`config.mk`:
```
export PLATFORM = sky130hd
export DESIGN_NAME = break_filter_repeater
export DESIGN_NICKNAME = d
export VERILOG_FILES = /design/src/rtl/brkrep_pkg.sv /design/src/rtl/brkrep_tick.sv /design/src/rtl/brkrep_rx.sv /design/src/rtl/brkrep_judge.sv /design/src/rtl/brkrep_seq.sv /design/src/rtl/brkrep_tx.sv /design/src/rtl/break_filter_repeater.sv
export SDC_FILE = /design/constraint.sdc
export NUM_CORES = 1
export LEC_CHECK = 0
export BUFFER_PORTS_ARGS = -buffer_cell sky130_fd_sc_hd__buf_2
export CAP_MARGIN = 20
export CORE_ASPECT_RATIO = 0.75
export CORE_MARGIN = 8
export CORE_UTILIZATION = 45
export CTS_CLUSTER_DIAMETER = 100
export DETAILED_ROUTE_END_ITERATION = 12
export RECOVER_POWER = 50
export SYNTH_ARGS = -nofsm -noshare
export SYNTH_HDL_FRONTEND = slang
export SYNTH_SLANG_ARGS = --single-unit
```
`constraint.sdc`:
```
create_clock -name clk -period 4.8 [get_ports clk]
set_input_delay 0.48 -clock clk [delete_from_list [all_inputs] [get_ports clk]]
set_output_delay 0.48 -clock clk [all_outputs]
set_load 0.03 [all_outputs]
```
`src/rtl/brkrep_pkg.sv`:
```
package brkrep_pkg;

   typedef enum logic [1:0] {
      RX_HUNT,
      RX_START,
      RX_BITS,
      RX_WAIT_MARK
   } rx_state_t;

   typedef enum logic [1:0] {
      TX_IDLE,
      TX_FRAME,
      TX_BRK_SPACE,
      TX_BRK_MARK
   } tx_state_t;

   typedef enum logic [1:0] {
      HK_PLAIN,
      HK_PEND,
      HK_BREAK
   } hold_kind_t;

   localparam int unsigned OVS = 16;

endpackage

```
`src/rtl/brkrep_tick.sv`:
```
module brkrep_tick #(
   parameter int unsigned TICK_DIV = 27
) (
   input  logic clk,
   input  logic rst_n,
   output logic tick
);
   localparam int unsigned CW = (TICK_DIV > 2) ? $clog2(TICK_DIV) : 1;
   localparam logic [CW-1:0] LAST = CW'(TICK_DIV - 1);

   logic [CW-1:0] div_q;

   always_ff @(posedge clk) begin
      if (!rst_n)            div_q <= '0;
      else if (div_q == LAST) div_q <= '0;
      else                   div_q <= div_q + 1'b1;
   end

   assign tick = (div_q == LAST);

endmodule

```
`src/rtl/brkrep_rx.sv`:
```
module brkrep_rx
   import brkrep_pkg::*;
#(
   parameter int unsigned DATA_BITS   = 8,
   parameter int unsigned SYNC_STAGES = 2
) (
   input  logic                 clk,
   input  logic                 rst_n,
   input  logic                 tick,
   input  logic                 rxd,
   output logic                 line_o,
   output logic                 frame_start,
   output logic                 byte_valid,
   output logic [DATA_BITS-1:0] byte_o,
   output logic                 frame_err
);
   localparam int unsigned BW = $clog2(DATA_BITS + 1);

   logic [SYNC_STAGES-1:0] sync_q;
   rx_state_t              st;
   logic [3:0]             phase;
   logic [BW-1:0]          bitn;
   logic [DATA_BITS-1:0]   shreg;

   always_ff @(posedge clk) begin
      if (!rst_n) sync_q <= '1;
      else        sync_q <= {sync_q[SYNC_STAGES-2:0], rxd};
   end
   assign line_o = sync_q[SYNC_STAGES-1];

   always_ff @(posedge clk) begin
      if (!rst_n) begin
         st          <= RX_HUNT;
         phase       <= '0;
         bitn        <= '0;
         shreg       <= '0;
         byte_valid  <= 1'b0;
         frame_err   <= 1'b0;
         frame_start <= 1'b0;
      end else begin
         byte_valid  <= 1'b0;
         frame_start <= 1'b0;
         if (tick) begin
            unique case (st)
               RX_HUNT: begin
                  if (!line_o) begin
                     st          <= RX_START;
                     phase       <= '0;
                     frame_start <= 1'b1;
                  end
               end
               RX_START: begin
                  if (phase == 4'd7) begin
                     phase <= '0;
                     bitn  <= '0;
                     st    <= line_o ? RX_HUNT : RX_BITS;
                  end else begin
                     phase <= phase + 1'b1;
                  end
               end
               RX_BITS: begin
                  if (phase == 4'd15) begin
                     phase <= '0;
                     if (bitn == BW'(DATA_BITS)) begin
                        byte_valid <= 1'b1;
                        frame_err  <= !line_o;
                        st         <= line_o ? RX_HUNT : RX_WAIT_MARK;
                     end else begin
                        shreg <= {line_o, shreg[DATA_BITS-1:1]};
                        bitn  <= bitn + 1'b1;
                     end
                  end else begin
                     phase <= phase + 1'b1;
                  end
               end
               RX_WAIT_MARK: begin
                  if (line_o) st <= RX_HUNT;
               end
               default: st <= RX_HUNT;
            endcase
         end
      end
   end

   assign byte_o = shreg;

   // a completed character is reported for exactly one clock
   a_r2_valid_single : assert property (@(posedge clk) disable iff (!rst_n)
      byte_valid |=> !byte_valid);

   // a start edge is only followed by data sampling after start confirmation
   a_r9_start_from_hunt : assert property (@(posedge clk) disable iff (!rst_n)
      frame_start |-> (st == RX_START));

endmodule

```
`src/rtl/brkrep_judge.sv`:
```
module brkrep_judge #(
   parameter int unsigned THRESH_CLKS = 9936
) (
   input  logic clk,
   input  logic rst_n,
   input  logic line,
   input  logic frame_start,
   output logic seen_mark,
   output logic solid_space
);
   localparam int unsigned CW = $clog2(THRESH_CLKS + 1);
   localparam logic [CW-1:0] LIMIT = CW'(THRESH_CLKS);

   logic [CW-1:0] run_q;
   logic          mark_q;

   always_ff @(posedge clk) begin
      if (!rst_n) begin
         run_q  <= '0;
         mark_q <= 1'b1;
      end else if (frame_start) begin
         run_q  <= '0;
         mark_q <= 1'b0;
      end else if (line) begin
         mark_q <= 1'b1;
      end else if (!mark_q && run_q != LIMIT) begin
         run_q <= run_q + 1'b1;
      end
   end

   assign seen_mark   = mark_q;
   assign solid_space = !mark_q && (run_q == LIMIT);

   // once a MARK level is seen, it stays recorded until the next start edge
   a_r5_mark_sticky : assert property (@(posedge clk) disable iff (!rst_n)
      (seen_mark && !frame_start) |=> seen_mark);

   // the SPACE run counter never moves once a MARK was seen
   a_r6_run_frozen : assert property (@(posedge clk) disable iff (!rst_n)
      (seen_mark && !frame_start) |=> $stable(run_q));

endmodule

```
`src/rtl/brkrep_seq.sv`:
```
module brkrep_seq
   import brkrep_pkg::*;
#(
   parameter int unsigned DATA_BITS = 8
) (
   input  logic                 clk,
   input  logic                 rst_n,
   input  logic                 byte_valid,
   input  logic [DATA_BITS-1:0] byte_i,
   input  logic                 frame_err,
   input  logic                 seen_mark,
   input  logic                 solid_space,
   input  logic                 tx_ready,
   output logic                 go_char,
   output logic                 go_brk,
   output logic [DATA_BITS-1:0] tx_byte,
   output logic                 overrun
);
   logic                 hold_v;
   hold_kind_t           kind;
   logic [DATA_BITS-1:0] hold_b;
   logic                 dispatch;

   assign dispatch = hold_v && (kind != HK_PEND) && tx_ready;
   assign go_char  = dispatch && (kind == HK_PLAIN);
   assign go_brk   = dispatch && (kind == HK_BREAK);
   assign tx_byte  = hold_b;

   always_ff @(posedge clk) begin
      if (!rst_n) begin
         hold_v  <= 1'b0;
         kind    <= HK_PLAIN;
         hold_b  <= '0;
         overrun <= 1'b0;
      end else begin
         if (dispatch) begin
            hold_v <= 1'b0;
         end else if (hold_v && kind == HK_PEND) begin
            if (seen_mark)        kind <= HK_PLAIN;
            else if (solid_space) kind <= HK_BREAK;
         end
         if (byte_valid) begin
            if (hold_v && !dispatch) begin
               overrun <= 1'b1;
            end else begin
               hold_v <= 1'b1;
               hold_b <= byte_i;
               kind   <= (frame_err && byte_i == '0) ? HK_PEND : HK_PLAIN;
            end
         end
      end
   end

   // the overrun flag is sticky until reset
   a_r8_overrun_sticky : assert property (@(posedge clk) disable iff (!rst_n)
      overrun |=> overrun);

   // an undecided zero character keeps its place in the holding register
   a_r7_pend_kept : assert property (@(posedge clk) disable iff (!rst_n)
      (hold_v && kind == HK_PEND && !seen_mark && !solid_space) |=> hold_v);

   // a character that lands on a full register does not replace it
   a_r8_no_replace : assert property (@(posedge clk) disable iff (!rst_n)
      (byte_valid && hold_v && !dispatch) |=> $stable(hold_b));

endmodule

```
`src/rtl/brkrep_tx.sv`:
```
module brkrep_tx
   import brkrep_pkg::*;
#(
   parameter int unsigned DATA_BITS = 8,
   parameter int unsigned BRK_BITS  = 23
) (
   input  logic                 clk,
   input  logic                 rst_n,
   input  logic                 tick,
   input  logic                 go_char,
   input  logic                 go_brk,
   input  logic [DATA_BITS-1:0] data,
   output logic                 ready,
   output logic                 txd
);
   localparam int unsigned FRAME_BITS = DATA_BITS + 2;
   localparam int unsigned CW = $clog2(BRK_BITS + 1);

   tx_state_t             st;
   logic [3:0]            phase;
   logic [CW-1:0]         cnt;
   logic [FRAME_BITS-1:0] shreg;
   logic                  txd_q;

   assign ready = (st == TX_IDLE);
   assign txd   = txd_q;

   always_ff @(posedge clk) begin
      if (!rst_n) begin
         st    <= TX_IDLE;
         phase <= '0;
         cnt   <= '0;
         shreg <= '1;
         txd_q <= 1'b1;
      end else begin
         unique case (st)
            TX_IDLE: begin
               phase <= '0;
               cnt   <= '0;
               if (go_char) begin
                  shreg <= {1'b1, data, 1'b0};
                  txd_q <= 1'b0;
                  st    <= TX_FRAME;
               end else if (go_brk) begin
                  txd_q <= 1'b0;
                  st    <= TX_BRK_SPACE;
               end
            end
            TX_FRAME: if (tick) begin
               if (phase == 4'd15) begin
                  phase <= '0;
                  if (cnt == CW'(FRAME_BITS - 1)) begin
                     st    <= TX_IDLE;
                     txd_q <= 1'b1;
                  end else begin
                     cnt   <= cnt + 1'b1;
                     txd_q <= shreg[1];
                     shreg <= {1'b1, shreg[FRAME_BITS-1:1]};
                  end
               end else begin
                  phase <= phase + 1'b1;
               end
            end
            TX_BRK_SPACE: if (tick) begin
               if (phase == 4'd15) begin
                  phase <= '0;
                  if (cnt == CW'(BRK_BITS - 1)) begin
                     cnt   <= '0;
                     txd_q <= 1'b1;
                     st    <= TX_BRK_MARK;
                  end else begin
                     cnt <= cnt + 1'b1;
                  end
               end else begin
                  phase <= phase + 1'b1;
               end
            end
            TX_BRK_MARK: if (tick) begin
               if (phase == 4'd15) begin
                  phase <= '0;
                  if (cnt == CW'(BRK_BITS - 1)) st <= TX_IDLE;
                  else                          cnt <= cnt + 1'b1;
               end else begin
                  phase <= phase + 1'b1;
               end
            end
            default: st <= TX_IDLE;
         endcase
      end
   end

   // the idle line is MARK
   a_r1_idle_mark : assert property (@(posedge clk) disable iff (!rst_n)
      (st == TX_IDLE) |-> txd_q);

   // the output line stays SPACE while a break is generated
   a_r6_break_space : assert property (@(posedge clk) disable iff (!rst_n)
      (st == TX_BRK_SPACE) |-> !txd_q);

   // a generated break is always followed by its MARK interval
   a_r6_mark_follows : assert property (@(posedge clk) disable iff (!rst_n)
      ($past(st) == TX_BRK_SPACE && st != TX_BRK_SPACE) |-> (st == TX_BRK_MARK));

   // work is only handed over while the transmitter is idle
   a_r2_go_when_idle : assert property (@(posedge clk) disable iff (!rst_n)
      (go_char || go_brk) |-> (st == TX_IDLE));

endmodule

```
`src/rtl/break_filter_repeater.sv`:
```
module break_filter_repeater
   import brkrep_pkg::*;
#(
   parameter int unsigned TICK_DIV       = 27,
   parameter int unsigned DATA_BITS      = 8,
   parameter int unsigned SYNC_STAGES    = 2,
   parameter int unsigned BRK_EXTRA_BITS = 3
) (
   input  logic clk,
   input  logic rst_n,
   input  logic rxd,
   output logic txd,
   output logic overrun
);
   localparam int unsigned FRAME_BITS  = DATA_BITS + 2;
   localparam int unsigned BRK_BITS    = 2 * FRAME_BITS + BRK_EXTRA_BITS;
   localparam int unsigned THRESH_CLKS = BRK_BITS * OVS * TICK_DIV;

   generate
      if (TICK_DIV < 2) begin : g_chk_div
         $error("TICK_DIV must be at least 2");
      end
      if (DATA_BITS < 5 || DATA_BITS > 9) begin : g_chk_width
         $error("DATA_BITS must lie in 5..9");
      end
      if (SYNC_STAGES < 2) begin : g_chk_sync
         $error("SYNC_STAGES must be at least 2");
      end
   endgenerate

   logic                 tick;
   logic                 line;
   logic                 frame_start;
   logic                 byte_valid;
   logic [DATA_BITS-1:0] rx_byte;
   logic                 frame_err;
   logic                 seen_mark;
   logic                 solid_space;
   logic                 tx_ready;
   logic                 go_char;
   logic                 go_brk;
   logic [DATA_BITS-1:0] tx_byte;

   brkrep_tick #(.TICK_DIV(TICK_DIV)) u_tick (
      .clk(clk), .rst_n(rst_n), .tick(tick)
   );

   brkrep_rx #(.DATA_BITS(DATA_BITS), .SYNC_STAGES(SYNC_STAGES)) u_rx (
      .clk(clk), .rst_n(rst_n), .tick(tick), .rxd(rxd),
      .line_o(line), .frame_start(frame_start), .byte_valid(byte_valid),
      .byte_o(rx_byte), .frame_err(frame_err)
   );

   brkrep_judge #(.THRESH_CLKS(THRESH_CLKS)) u_judge (
      .clk(clk), .rst_n(rst_n), .line(line), .frame_start(frame_start),
      .seen_mark(seen_mark), .solid_space(solid_space)
   );

   brkrep_seq #(.DATA_BITS(DATA_BITS)) u_seq (
      .clk(clk), .rst_n(rst_n), .byte_valid(byte_valid), .byte_i(rx_byte),
      .frame_err(frame_err), .seen_mark(seen_mark), .solid_space(solid_space),
      .tx_ready(tx_ready), .go_char(go_char), .go_brk(go_brk),
      .tx_byte(tx_byte), .overrun(overrun)
   );

   brkrep_tx #(.DATA_BITS(DATA_BITS), .BRK_BITS(BRK_BITS)) u_tx (
      .clk(clk), .rst_n(rst_n), .tick(tick), .go_char(go_char),
      .go_brk(go_brk), .data(tx_byte), .ready(tx_ready), .txd(txd)
   );

endmodule

```
==> results of run 1 <==
## metrics by stage
stage,util,worst slack [ps],instances
floorplan,-,2625,413
global placement,0.4744,2316,505
detailed placement,0.4744,2166,505
CTS,0.5009,2163,521
global route,0.4995,1800,521
finish,0.4995,2116,521
## cells in the final DEF (no fill, tap or decap), types with 2 or more instances in the layout
master / n
sky130_fd_sc_hd__a211oi_1: 9
sky130_fd_sc_hd__a21boi_0: 3
sky130_fd_sc_hd__a21oi_1: 17
sky130_fd_sc_hd__a22oi_1: 2
sky130_fd_sc_hd__and2_1: 2
sky130_fd_sc_hd__and3_1: 2
sky130_fd_sc_hd__clkbuf_1: 4
sky130_fd_sc_hd__clkbuf_8: 10
sky130_fd_sc_hd__clkinv_4: 2
sky130_fd_sc_hd__dfxtp_1: 75
sky130_fd_sc_hd__ha_1: 22
sky130_fd_sc_hd__inv_1: 20
sky130_fd_sc_hd__inv_6: 2
sky130_fd_sc_hd__mux2_2: 10
sky130_fd_sc_hd__mux2i_1: 25
sky130_fd_sc_hd__nand2_1: 35
sky130_fd_sc_hd__nand2b_1: 10
sky130_fd_sc_hd__nand3_1: 12
sky130_fd_sc_hd__nand4_1: 12
sky130_fd_sc_hd__nand4b_1: 5
sky130_fd_sc_hd__nor2_1: 51
sky130_fd_sc_hd__nor3_1: 9
sky130_fd_sc_hd__nor3b_1: 3
sky130_fd_sc_hd__nor4_1: 2
sky130_fd_sc_hd__o211a_1: 2
sky130_fd_sc_hd__o211ai_1: 4
sky130_fd_sc_hd__o21a_1: 5
sky130_fd_sc_hd__o21ai_0: 13
sky130_fd_sc_hd__o31ai_1: 3
sky130_fd_sc_hd__o32ai_1: 2
sky130_fd_sc_hd__or2_2: 2
sky130_fd_sc_hd__or3_1: 5
sky130_fd_sc_hd__or4_1: 3
sky130_fd_sc_hd__xnor2_1: 4
sky130_fd_sc_hd__xor2_1: 9
## power groups by stage
stage	clock network, mW	logic, mW	registers (mW)
2_1_floorplan	0	0.162	0.678
3_3_place_gp	0	0.196	0.678
3_5_place_dp	0	0.198	0.679
4_1_cts	0.527	0.200	0.664
5_1_grt	0.551	0.224	0.668
6_report	0.512	0.197	0.664
## cells by family after synthesis
group           after synthesis
mux                          35
flops                        75
buf+inv                      38
simple gates                163
fa+ha+maj                    22
xor+xnor                     13
compound gates               67
## worst max-delay path by stage
stage                                  startpoint                   endpoint  slack [ps]  depth (start not counted)
floorplan           u_judge.run_q[0]$_SDFFE_PP0P_   u_seq.kind[0]$_SDFF_PN0_        2620                          7
global placement       u_tick.div_q[0]$_SDFF_PP0_   u_tx.cnt[4]$_SDFFE_PN0P_        2320                          7
detailed placement        u_rx.st[0]$_SDFFE_PN0P_  u_rx.bitn[3]$_SDFFE_PN0P_        2170                          7
CTS                       u_rx.st[0]$_SDFFE_PN0P_  u_rx.bitn[3]$_SDFFE_PN0P_        2160                          7
global route           u_tick.div_q[0]$_SDFF_PP0_   u_tx.cnt[3]$_SDFFE_PN0P_        1800                          7
finish                    u_rx.st[0]$_SDFFE_PN0P_  u_rx.bitn[3]$_SDFFE_PN0P_        2120                          7
## registers in the layout, indices dropped and copies added (netlist names), 4 cells and up
name and cells:
u_seq.tx_byte 8, u_rx.bitn 4, u_tx.phase 4, u_tx.cnt 5, u_tx.shreg 8, u_tick.div_q 5, u_rx.phase 4, u_judge.run_q 14
u_rx.byte_o 8
## layout make-up
type / count / area (um2) / area share
sequential: 75 / 1501 / 0.3796
timing repair buffer: 5 / 20.02 / 0.005062
inverter: 20 / 75.07 / 0.01898
clock buffer: 10 / 137.6 / 0.03480
tap: 105 / 131.4 / 0.03322
clock inverter: 6 / 72.57 / 0.01835
multi-input combinational: 300 / 2017 / 0.5100
## routing by layer
| layer | part of all wire | vias up |
|---|---|---|
| met4 | 0.014 | 0 |
| met5 | 0 | - |
| met3 | 0.028 | 10 |
| met2 | 0.40 | 27 |
| li1 | - | 1458 |
| met1 | 0.56 | 1265 |
## synthesized netlist by cell type (2+ instances only)
master,instances,area (um2)
sky130_fd_sc_hd__nand2b_1,10,62.56
sky130_fd_sc_hd__a21boi_0,3,22.52
sky130_fd_sc_hd__inv_1,20,75.07
sky130_fd_sc_hd__and2_1,2,12.51
sky130_fd_sc_hd__nand3_1,12,60.06
sky130_fd_sc_hd__mux2i_1,25,250.2
sky130_fd_sc_hd__nor3_1,9,45.04
sky130_fd_sc_hd__or4_1,2,15.01
sky130_fd_sc_hd__a21oi_1,17,85.08
sky130_fd_sc_hd__or3_1,5,31.28
sky130_fd_sc_hd__nand4b_1,5,43.79
sky130_fd_sc_hd__mux2_2,10,112.6
sky130_fd_sc_hd__nand2_1,35,131.4
sky130_fd_sc_hd__ha_1,22,275.3
sky130_fd_sc_hd__a211oi_1,9,67.56
sky130_fd_sc_hd__nor2_1,51,191.4
sky130_fd_sc_hd__nand4_1,12,75.07
sky130_fd_sc_hd__nor3b_1,3,22.52
sky130_fd_sc_hd__clkbuf_1,15,56.30
sky130_fd_sc_hd__o211ai_1,4,30.03
sky130_fd_sc_hd__xor2_1,9,78.83
sky130_fd_sc_hd__o31ai_1,3,22.52
sky130_fd_sc_hd__buf_2,2,10.01
sky130_fd_sc_hd__a22oi_1,2,15.01
sky130_fd_sc_hd__o211a_1,2,20.02
sky130_fd_sc_hd__o21ai_0,13,65.06
sky130_fd_sc_hd__xnor2_1,4,35.03
sky130_fd_sc_hd__o32ai_1,2,17.52
sky130_fd_sc_hd__o21a_1,5,37.54
sky130_fd_sc_hd__nor4_1,2,12.51
sky130_fd_sc_hd__and3_1,2,12.51
sky130_fd_sc_hd__or2_2,2,12.51
sky130_fd_sc_hd__dfxtp_1,75,1501
==> results_tabular.tex, run 1 <==
\begin{tabular}{lr}
\hline
Metric & Value \\
\hline
\multicolumn{2}{l}{\textbf{Worst setup path}} \\
Type of the worst setup path & register to register \\
Buf/Inv on CP & 1 \\
Type of origin of the critical path & register \\
Origin of the critical flop-to-flop path & u\_rx.st[0]\$\_SDFFE\_PN0P\_ \\
Worst Setup End Kind & register \\
Number of cells on the worst reg-to-reg path & 7 \\
Slowest-stage cell, CP & sky130\_fd\_sc\_hd\_\_a2111oi\_0 \\
Crit path DAT & 2930 ps \\
Internal reg-to-reg setup slack & 2120 ps \\
Critical path data required time & 5040 ps \\
CP top delay family & compound AO/OA/AOI/OAI gates \\
Delay of the slowest critical-path stage & 910 ps \\
Worst flop-to-flop path endpoint & u\_rx.bitn[3]\$\_SDFFE\_PN0P\_ \\
Max Fanout on Critical Path & 11 \\
Critical path cell sequence & inv\_1 -> ha\_1 -> mux2i\_1 -> nand2\_1 -> a2111oi\_0 -> a21boi\_0 -> o21a\_1 \\
\multicolumn{2}{l}{\textbf{Timing}} \\
\# setup viols final & 0 \\
Worst max-slew margin expressed relative to the limit & 0.1056 \\
Time the final worst path needs with I/O delays and setup & 2684 ps \\
Unrepaired setup endpoints after global routing & no \\
Share of the cycle needed by the critical path after routing & 0.5591 \\
Final total negative setup slack & 0 ps \\
Max frequency & 372.6 MHz \\
Largest clock skew in the final design & 12.55 ps \\
Endpoints failing hold & 0 \\
Slew at the pin closest to its max-slew limit & 1342 ps \\
Slew Limit Fails & 0 \\
Hold Worst Slack & 332.5 ps \\
\multicolumn{2}{l}{\textbf{Cells and area}} \\
Fraction of final layout cells sized beyond drive strength 1 & 0.07452 \\
Final instance area & 3955 um2 \\
Final layout net count & 436 \\
Number of antenna diodes & 0 \\
Fillers & 763 \\
Area Growth Syn to Fin & 7.847\% \\
\multicolumn{2}{l}{\textbf{Logic synthesis}} \\
Library cells used by synthesis & 52 \\
Basic-gate share of the synthesized area counting and, or, nand and nor cells & 0.2255 \\
Area share of xor/xnor cells in the synthesized design & 0.03105 \\
Post-synthesis sequential element count & 75 \\
Post-synth top flop & sky130\_fd\_sc\_hd\_\_dfxtp\_1 \\
Share of synthesized flip-flops with an asynchronous set or reset & 0 \\
Post-synthesis instance area & 3667 um2 \\
Synthesized instance count & 413 \\
Post-synthesis compound-gate area fraction & 0.1204 \\
Multiplexer area fraction after synthesis & 0.09894 \\
Yosys Warn Count & 0 \\
Main combinational cell family by area after synthesis & simple AND/OR/NAND/NOR gates \\
Number of flops mapped to enable cells by yosys & 0 \\
Net count after synthesis & 438 \\
Synthesized-area fraction occupied by adder cells & 0.07506 \\
Register area share after synthesis & 0.4094 \\
Synthesized area divided by synthesized cell count & 8.880 um2 \\
\multicolumn{2}{l}{\textbf{Die}} \\
Width of the die & 120.2 um \\
Die H & 94.18 um \\
Die footprint & 11320 um2 \\
Area of the core & 7918 um2 \\
Effective utilization at floorplan & 0.4632 \\
Top-level I/O count & 5 \\
Number of core rows & 28 \\
\multicolumn{2}{l}{\textbf{Power}} \\
Switching component of the power & 0.3810 mW \\
Power Density & 347.3 nW/um2 \\
Proportion of power drawn by flip-flops and latches & 0.483 \\
Internal Dissipation & 0.9927 mW \\
Post-route total power & 1.374 mW \\
Fraction of power consumed by the clock network & 0.373 \\
Highest ir drop seen on vdd & 150.8 uV \\
Lkg Pwr & 1.448 nW \\
Switching power as a share of total power & 0.2774 \\
Gate power share & 0.144 \\
\multicolumn{2}{l}{\textbf{Worst hold path}} \\
Hold Path Stages & 2 \\
Type of the tightest min-delay check & primary input to register \\
Startpoint of the lowest-slack hold path & rxd \\
Worst hold endpoint & u\_rx.sync\_q[0]\$\_SDFF\_PN1\_ \\
\multicolumn{2}{l}{\textbf{CTS}} \\
Number of levels the H-tree was split into & 3 \\
Number of clock buffers inserted by TritonCTS & 9 \\
Library cell used as clock root buffer & sky130\_fd\_sc\_hd\_\_clkbuf\_8 \\
Buffer levels on the longest clock path & 2 \\
Clock edge transition at the registers on the reported setup and hold paths & 90 ps \\
Post-cts sizing count & 0 \\
Clock tree from TritonCTS & yes \\
Count of hold-fix buffers inserted at cts & 0 \\
Post-CTS Setup Bufs & 0 \\
Clock sink total & 75 \\
Insertion delay of the later-clocked pin in the worst-skew pair & 350 ps \\
\multicolumn{2}{l}{\textbf{Route}} \\
Number of nets with antenna violations after routing & 0 \\
Total vias in the final route & 2760 \\
Detailed-route wire length & 6.932 mm \\
DRC & 0 \\
Initial detailed-routing violation count & 165 \\
TritonRoute pass-1 iters & 4 \\
Via density per instance & 5.298 \\
Final routed wire length divided by cell count & 13.31 um \\
\multicolumn{2}{l}{\textbf{Global route}} \\
Global-route usage over all layers & 0.1320 \\
Maximum number of pins on one net before global-route repair & 30 \\
Met3 usage & 0.04084 \\
Global-route wire length before repair & 12.22 mm \\
Remaining Overflow, GRT & 0 \\
Grt met1 use & 0.1833 \\
Global routing usage on met2 & 0.1865 \\
Initial antenna violation count & 0 \\
Number of global-route vias before repair & 2608 \\
Layer with the highest usage & met2 \\
\multicolumn{2}{l}{\textbf{Outcome}} \\
Result of the run & completed \\
\multicolumn{2}{l}{\textbf{Place}} \\
IO buf count & 4 \\
Last weighted congestion value of the routability-driven placer & 0.7624 \\
Placed wire-length estimate & 4.847 mm \\
DP Area & 3756 um2 \\
\multicolumn{2}{l}{\textbf{Run}} \\
Count of maximum capacitance violations & 0 \\
\hline
\end{tabular}
Power figures use the tool's default switching activity.
==> run 2, diff against run 1 <==
- clock period: 4.8 -> 2.7 ns (I/O delays scaled with it)
==> results_tabular.tex, run 2 (same netlist as run 1, synthesis figures left out) <==
\begin{tabular}{lr}
\hline
Metric & Value \\
\hline
\multicolumn{2}{l}{\textbf{Die}} \\
Area of the core & 7918 um2 (unchanged) \\
Die H & 94.18 um (unchanged) \\
Effective utilization at floorplan & 0.4632 (unchanged) \\
Top-level I/O count & 5 (unchanged) \\
Die footprint & 11320 um2 (unchanged) \\
Number of core rows & 28 (unchanged) \\
Width of the die & 120.2 um (unchanged) \\
\multicolumn{2}{l}{\textbf{Cells and area}} \\
Final layout net count & 444 (was 436) \\
Final instance area & 3999 um2 (was 3955 um2) \\
Fillers & 794 (was 763) \\
Largest register by flop count & u\_judge.run\_q (unchanged) \\
Number of antenna diodes & 0 (unchanged) \\
Fraction of final layout cells sized beyond drive strength 1 & 0.08255 (was 0.07452) \\
Leading cell type in the layout, fill and taps excluded & sky130\_fd\_sc\_hd\_\_dfxtp\_1 (unchanged) \\
Finished Core Util & 0.5051 (was 0.4995) \\
Final cell count without fillers & 529 (was 521) \\
Area Growth Syn to Fin & 9.041\% (was 7.847\%) \\
Number of flip-flops under the largest register name & 14 (unchanged) \\
Most used cells in the layout excluding fill and tap cells & 75 x sky130\_fd\_sc\_hd\_\_dfxtp\_1, 52 x sky130\_fd\_sc\_hd\_\_nor2\_1, 35 x sky130\_fd\_sc\_hd\_\_nand2\_1, 25 x sky130\_fd\_sc\_hd\_\_mux2i\_1, 22 x sky130\_fd\_sc\_hd\_\_ha\_1 (was 75 x sky130\_fd\_sc\_hd\_\_dfxtp\_1, 51 x sky130\_fd\_sc\_hd\_\_nor2\_1, 35 x sky130\_fd\_sc\_hd\_\_nand2\_1, 25 x sky130\_fd\_sc\_hd\_\_mux2i\_1, 22 x sky130\_fd\_sc\_hd\_\_ha\_1) \\
\multicolumn{2}{l}{\textbf{Worst setup path}} \\
Critical path data required time & 2960 ps (was 5040 ps) \\
Number of cells on the worst reg-to-reg path & 7 (unchanged) \\
Type of the worst setup path & register to register (unchanged) \\
Worst flop-to-flop path endpoint & u\_seq.kind[0]\$\_SDFF\_PN0\_ (was u\_rx.bitn[3]\$\_SDFFE\_PN0P\_) \\
Crit path DAT & 2630 ps (was 2930 ps) \\
Max Fanout on Critical Path & 13 (was 11) \\
CP startpoint & u\_judge.run\_q[0]\$\_SDFFE\_PP0P\_ (was u\_rx.st[0]\$\_SDFFE\_PN0P\_) \\
Worst Setup End Kind & register (unchanged) \\
Internal reg-to-reg setup slack & 330 ps (was 2120 ps) \\
Origin of the critical flop-to-flop path & u\_judge.run\_q[0]\$\_SDFFE\_PP0P\_ (was u\_rx.st[0]\$\_SDFFE\_PN0P\_) \\
Type of origin of the critical path & register (unchanged) \\
\multicolumn{2}{l}{\textbf{Route}} \\
Number of nets with antenna violations after routing & 0 (unchanged) \\
Initial detailed-routing violation count & 192 (was 165) \\
Detailed-route wire length & 7.178 mm (was 6.932 mm) \\
Via density per instance & 5.342 (was 5.298) \\
Final routed wire length divided by cell count & 13.57 um (was 13.31 um) \\
DRC & 0 (unchanged) \\
Total vias in the final route & 2826 (was 2760) \\
TritonRoute pass-1 iters & 4 (unchanged) \\
\multicolumn{2}{l}{\textbf{Global route}} \\
Global-route wire length before repair & 12.41 mm (was 12.22 mm) \\
Maximum number of pins on one net before global-route repair & 33 (was 30) \\
Number of global-route vias before repair & 2586 (was 2608) \\
Initial antenna violation count & 0 (unchanged) \\
Remaining Overflow, GRT & 0 (unchanged) \\
Global-route usage over all layers & 0.1350 (was 0.1320) \\
\multicolumn{2}{l}{\textbf{Timing}} \\
Largest clock skew in the final design & 15.06 ps (was 12.55 ps) \\
Time the final worst path needs with I/O delays and setup & 2373 ps (was 2684 ps) \\
Max frequency & 421.5 MHz (was 372.6 MHz) \\
Worst max-slew margin expressed relative to the limit & 0.4240 (was 0.1056) \\
Share of the cycle needed by the critical path after routing & 0.8788 (was 0.5591) \\
Slew at the pin closest to its max-slew limit & 860.9 ps (was 1342 ps) \\
Unrepaired setup endpoints after global routing & no (unchanged) \\
Endpoints failing hold & 0 (unchanged) \\
Final total negative setup slack & 0 ps (unchanged) \\
\# setup viols final & 0 (unchanged) \\
Slew Limit Fails & 0 (unchanged) \\
\multicolumn{2}{l}{\textbf{Run}} \\
Count of maximum capacitance violations & 0 (unchanged) \\
\multicolumn{2}{l}{\textbf{CTS}} \\
Number of levels the H-tree was split into & 3 (unchanged) \\
Library cell used as clock root buffer & sky130\_fd\_sc\_hd\_\_clkbuf\_8 (unchanged) \\
Insertion delay of the later-clocked pin in the worst-skew pair & 360 ps (was 350 ps) \\
Post-CTS Setup Bufs & 0 (unchanged) \\
Clock sink total & 75 (unchanged) \\
Clock tree from TritonCTS & yes (unchanged) \\
Clock edge transition at the registers on the reported setup and hold paths & 90 ps (about the same) \\
Post-cts sizing count & 0 (unchanged) \\
Number of clock buffers inserted by TritonCTS & 9 (unchanged) \\
Buffer levels on the longest clock path & 2 (unchanged) \\
Count of hold-fix buffers inserted at cts & 0 (unchanged) \\
\multicolumn{2}{l}{\textbf{Place}} \\
IO buf count & 4 (unchanged) \\
Dpl cells & 513 (was 505) \\
Placed wire-length estimate & 5.017 mm (was 4.847 mm) \\
Last weighted congestion value of the routability-driven placer & 0.7930 (was 0.7624) \\
DP Area & 3816 um2 (was 3756 um2) \\
\multicolumn{2}{l}{\textbf{Outcome}} \\
Result of the run & completed (unchanged) \\
\multicolumn{2}{l}{\textbf{Worst hold path}} \\
Hold Path Stages & 2 (unchanged) \\
Startpoint of the lowest-slack hold path & rxd (unchanged) \\
Type of the tightest min-delay check & primary input to register (unchanged) \\
Worst hold endpoint & u\_rx.sync\_q[0]\$\_SDFF\_PN1\_ (unchanged) \\
\multicolumn{2}{l}{\textbf{Power}} \\
Lkg Pwr & 1.470 nW (was 1.448 nW) \\
Highest ir drop seen on vdd & 338.6 uV (was 150.8 uV) \\
Post-route total power & 2.421 mW (was 1.374 mW) \\
Power Density & 605.5 nW/um2 (was 347.3 nW/um2) \\
\hline
\end{tabular}
==> run 2: how the worst max path moves through the flow <==
stage,endpoint,cells past startpoint
after global routing,u_tx.cnt[4]$_SDFFE_PN0P_,8
final,u_seq.kind[0]$_SDFF_PN0_,7
after global placement,u_seq.kind[0]$_SDFF_PN0_,7
after detailed placement,u_seq.kind[0]$_SDFF_PN0_,7
after floorplan,u_seq.kind[0]$_SDFF_PN0_,7
after CTS,u_seq.kind[0]$_SDFF_PN0_,7
==> run 2: through the flow <==
| stage | setup slack, ps | hold WS (ps) |
|---|---|---|
| 2_1_floorplan | 524.6 | 371.5 |
| 3_3_place_gp | 400.8 | 409.6 |
| 3_5_place_dp | 334.1 | 398.7 |
| 4_1_cts | 334.1 | 86.51 |
| 5_1_grt | 114.3 | 96.68 |
| 6_report | 327.3 | 99.59 |
==> run 2: worst max-delay path: stages, from the launching register on <==
cell and delay, ps:
sky130_fd_sc_hd__dfxtp_1 320, sky130_fd_sc_hd__inv_1 100, sky130_fd_sc_hd__ha_1 150, sky130_fd_sc_hd__or4b_1 420
sky130_fd_sc_hd__or4_4 640, sky130_fd_sc_hd__nor2b_1 180, sky130_fd_sc_hd__o311a_1 290, sky130_fd_sc_hd__o21a_1 180
==> run 2: cell type report <==
type / instances / area, um2 / share of cell area
Timing Repair Buffer: 13 / 68.82 / 0.01721
Clock inverter: 5 / 62.56 / 0.01564
Inverter: 20 / 75.07 / 0.01877
Tap cell: 105 / 131.4 / 0.03285
Clock buffer: 11 / 141.4 / 0.03536
Multi-Input combinational cell: 300 / 2018 / 0.5047
Sequential cell: 75 / 1501 / 0.3755
==> run 2: power breakdown <==
group | switching [mW] | internal (mW) | total (mW)
Sequential | 0.0288 | 1.15 | 1.18
Clock | 0.422 | 0.455 | 0.877
Combinational | 0.210 | 0.153 | 0.363
Total | 0.660 | 1.76 | 2.42
==> run 2: per-layer routing <==
metal	up-vias	routed length (um)	global-route usage
met5	-	0	0
met4	0	80	0.04041
met3	8	362	0.04324
met2	57	2931	0.2019
met1	1298	3804	0.1813
li1	1463	-	-
==> run 3, diff against run 2 <==
- PLACE_DENSITY: unset -> 0.66
==> results_tabular.tex, run 3 (same netlist as run 1, synthesis figures left out) <==
\begin{tabular}{lr}
\hline
Metric & Value \\
\hline
\multicolumn{2}{l}{\textbf{Timing}} \\
\# setup viols final & 0 (unchanged) \\
Worst max-slew margin expressed relative to the limit & 0.4153 (was 0.4240) \\
Time the final worst path needs with I/O delays and setup & 2356 ps (was 2373 ps) \\
Slew at the pin closest to its max-slew limit & 873.8 ps (was 860.9 ps) \\
Share of the cycle needed by the critical path after routing & 0.8725 (was 0.8788) \\
Unrepaired setup endpoints after global routing & no (unchanged) \\
Endpoints failing hold & 0 (unchanged) \\
Max frequency & 424.5 MHz (was 421.5 MHz) \\
Largest clock skew in the final design & 12.06 ps (was 15.06 ps) \\
Slew Limit Fails & 0 (unchanged) \\
Final worst-path setup slack & 344.3 ps (was 327.3 ps) \\
Final total negative setup slack & 0 ps (unchanged) \\
\multicolumn{2}{l}{\textbf{Power}} \\
Post-route total power & 2.303 mW (was 2.421 mW) \\
Lkg Pwr & 1.448 nW (was 1.470 nW) \\
Highest ir drop seen on vdd & 335.3 uV (was 338.6 uV) \\
Power Density & 581.6 nW/um2 (was 605.5 nW/um2) \\
\multicolumn{2}{l}{\textbf{Global route}} \\
Initial antenna violation count & 0 (unchanged) \\
Remaining Overflow, GRT & 0 (unchanged) \\
Maximum number of pins on one net before global-route repair & 33 (unchanged) \\
Number of global-route vias before repair & 2627 (was 2586) \\
Global-route wire length before repair & 12.39 mm (was 12.41 mm) \\
Global-route usage over all layers & 0.1335 (was 0.1350) \\
\multicolumn{2}{l}{\textbf{Worst setup path}} \\
Max Fanout on Critical Path & 13 (unchanged) \\
Critical path data required time & 2950 ps (was 2960 ps) \\
Internal reg-to-reg setup slack & 340 ps (was 330 ps) \\
Worst Setup End Kind & register (unchanged) \\
Type of origin of the critical path & register (unchanged) \\
Type of the worst setup path & register to register (unchanged) \\
Crit path DAT & 2610 ps (was 2630 ps) \\
\multicolumn{2}{l}{\textbf{Cells and area}} \\
Number of antenna diodes & 0 (unchanged) \\
Area Growth Syn to Fin & 7.984\% (was 9.041\%) \\
Most used cells in the layout excluding fill and tap cells & 75 x sky130\_fd\_sc\_hd\_\_dfxtp\_1, 52 x sky130\_fd\_sc\_hd\_\_nor2\_1, 35 x sky130\_fd\_sc\_hd\_\_nand2\_1, 25 x sky130\_fd\_sc\_hd\_\_mux2i\_1, 22 x sky130\_fd\_sc\_hd\_\_ha\_1 (unchanged) \\
Number of flip-flops under the largest register name & 14 (unchanged) \\
Finished Core Util & 0.5002 (was 0.5051) \\
Fillers & 749 (was 794) \\
Fraction of final layout cells sized beyond drive strength 1 & 0.07801 (was 0.08255) \\
Largest register by flop count & u\_judge.run\_q (unchanged) \\
Leading cell type in the layout, fill and taps excluded & sky130\_fd\_sc\_hd\_\_dfxtp\_1 (unchanged) \\
Final cell count without fillers & 528 (was 529) \\
Final layout net count & 444 (unchanged) \\
\multicolumn{2}{l}{\textbf{Place}} \\
IO buf count & 4 (unchanged) \\
Dpl cells & 513 (unchanged) \\
Last weighted congestion value of the routability-driven placer & 0.8043 (was 0.7930) \\
Dpl ws & 351.1 ps (was 334.1 ps) \\
Placed wire-length estimate & 5.026 mm (was 5.017 mm) \\
\multicolumn{2}{l}{\textbf{CTS}} \\
Clock tree from TritonCTS & yes (unchanged) \\
Number of clock buffers inserted by TritonCTS & 9 (unchanged) \\
Count of hold-fix buffers inserted at cts & 0 (unchanged) \\
Clock sink total & 75 (unchanged) \\
Buffer levels on the longest clock path & 2 (unchanged) \\
Number of levels the H-tree was split into & 3 (unchanged) \\
Insertion delay of the later-clocked pin in the worst-skew pair & 350 ps (was 360 ps) \\
Clock edge transition at the registers on the reported setup and hold paths & 80 ps (was 90 ps) \\
Post-CTS Setup Bufs & 0 (unchanged) \\
Post-cts sizing count & 0 (unchanged) \\
Library cell used as clock root buffer & sky130\_fd\_sc\_hd\_\_clkbuf\_8 (unchanged) \\
\multicolumn{2}{l}{\textbf{Worst hold path}} \\
Type of the tightest min-delay check & primary input to register (unchanged) \\
\multicolumn{2}{l}{\textbf{Die}} \\
Die H & 94.18 um (unchanged) \\
Area of the core & 7918 um2 (unchanged) \\
Number of core rows & 28 (unchanged) \\
Width of the die & 120.2 um (unchanged) \\
Top-level I/O count & 5 (unchanged) \\
Effective utilization at floorplan & 0.4632 (unchanged) \\
Die footprint & 11320 um2 (unchanged) \\
\multicolumn{2}{l}{\textbf{Route}} \\
Via density per instance & 5.386 (was 5.342) \\
TritonRoute pass-1 iters & 4 (unchanged) \\
Number of nets with antenna violations after routing & 0 (unchanged) \\
DRC & 0 (unchanged) \\
Total vias in the final route & 2844 (was 2826) \\
Detailed-route wire length & 7.003 mm (was 7.178 mm) \\
Final routed wire length divided by cell count & 13.26 um (was 13.57 um) \\
Initial detailed-routing violation count & 174 (was 192) \\
\multicolumn{2}{l}{\textbf{Run}} \\
Count of maximum capacitance violations & 0 (unchanged) \\
\multicolumn{2}{l}{\textbf{Outcome}} \\
Result of the run & completed (unchanged) \\
\hline
\end{tabular}
==> run 3: through the flow <==
stage / hold slack [ps] / instance area, um2
after global routing: 101.9 / 3960
after global placement: 405.7 / 3816
after CTS: 84.86 / 3985
final: 98.34 / 3960
after detailed placement: 400.5 / 3816
after floorplan: 371.5 / 3667
==> run 3: power by group <==
part	total, mW	switching (mW)	internal [mW]
clock	0.757	0.405	0.352
sequential	1.18	0.0283	1.15
combinational	0.366	0.212	0.153
total	2.30	0.645	1.66
==> run 3: cell type report <==
cell class	instances	area, um2	share of cell area
clock buffer	11	141.4	0.03570
clock inverter	4	27.53	0.006951
inverter	20	75.07	0.01896
multi-input combinational	300	2018	0.5096
sequential	75	1501	0.3791
tap	105	131.4	0.03318
timing repair buffer	13	65.06	0.01643
==> run 3: critical path, cell delays in order (launching register included) <==
cell	delay, ps
sky130_fd_sc_hd__dfxtp_1	320
sky130_fd_sc_hd__inv_1	110
sky130_fd_sc_hd__ha_1	150
sky130_fd_sc_hd__or4b_1	420
sky130_fd_sc_hd__or4_4	640
sky130_fd_sc_hd__nor2b_1	170
sky130_fd_sc_hd__o311a_1	270
sky130_fd_sc_hd__o21a_1	180
==> run 3: path summary, 6_finish.rpt <==
| kind | startpoint | end | cells past startpoint |
|---|---|---|---|
| worst max-delay path | u_judge.run_q[0]$_SDFFE_PP0P_ | u_seq.kind[0]$_SDFF_PN0_ | 7 |
| worst min-delay path | rxd | u_rx.sync_q[0]$_SDFF_PN1_ | 2 |
| worst max register to register | u_judge.run_q[0]$_SDFFE_PP0P_ | u_seq.kind[0]$_SDFF_PN0_ | 7 |
| worst min register to register | u_rx.sync_q[0]$_SDFF_PN1_ | u_rx.sync_q[1]$_SDFF_PN1_ | 1 |
==> run 3: metal layers <==
metal,track usage,up-vias,part of all wire
met2,0.1930,55,0.40
met5,0,-,0
li1,-,1462,-
met1,0.1826,1316,0.54
met3,0.04024,11,0.050
met4,0.04974,0,0.011
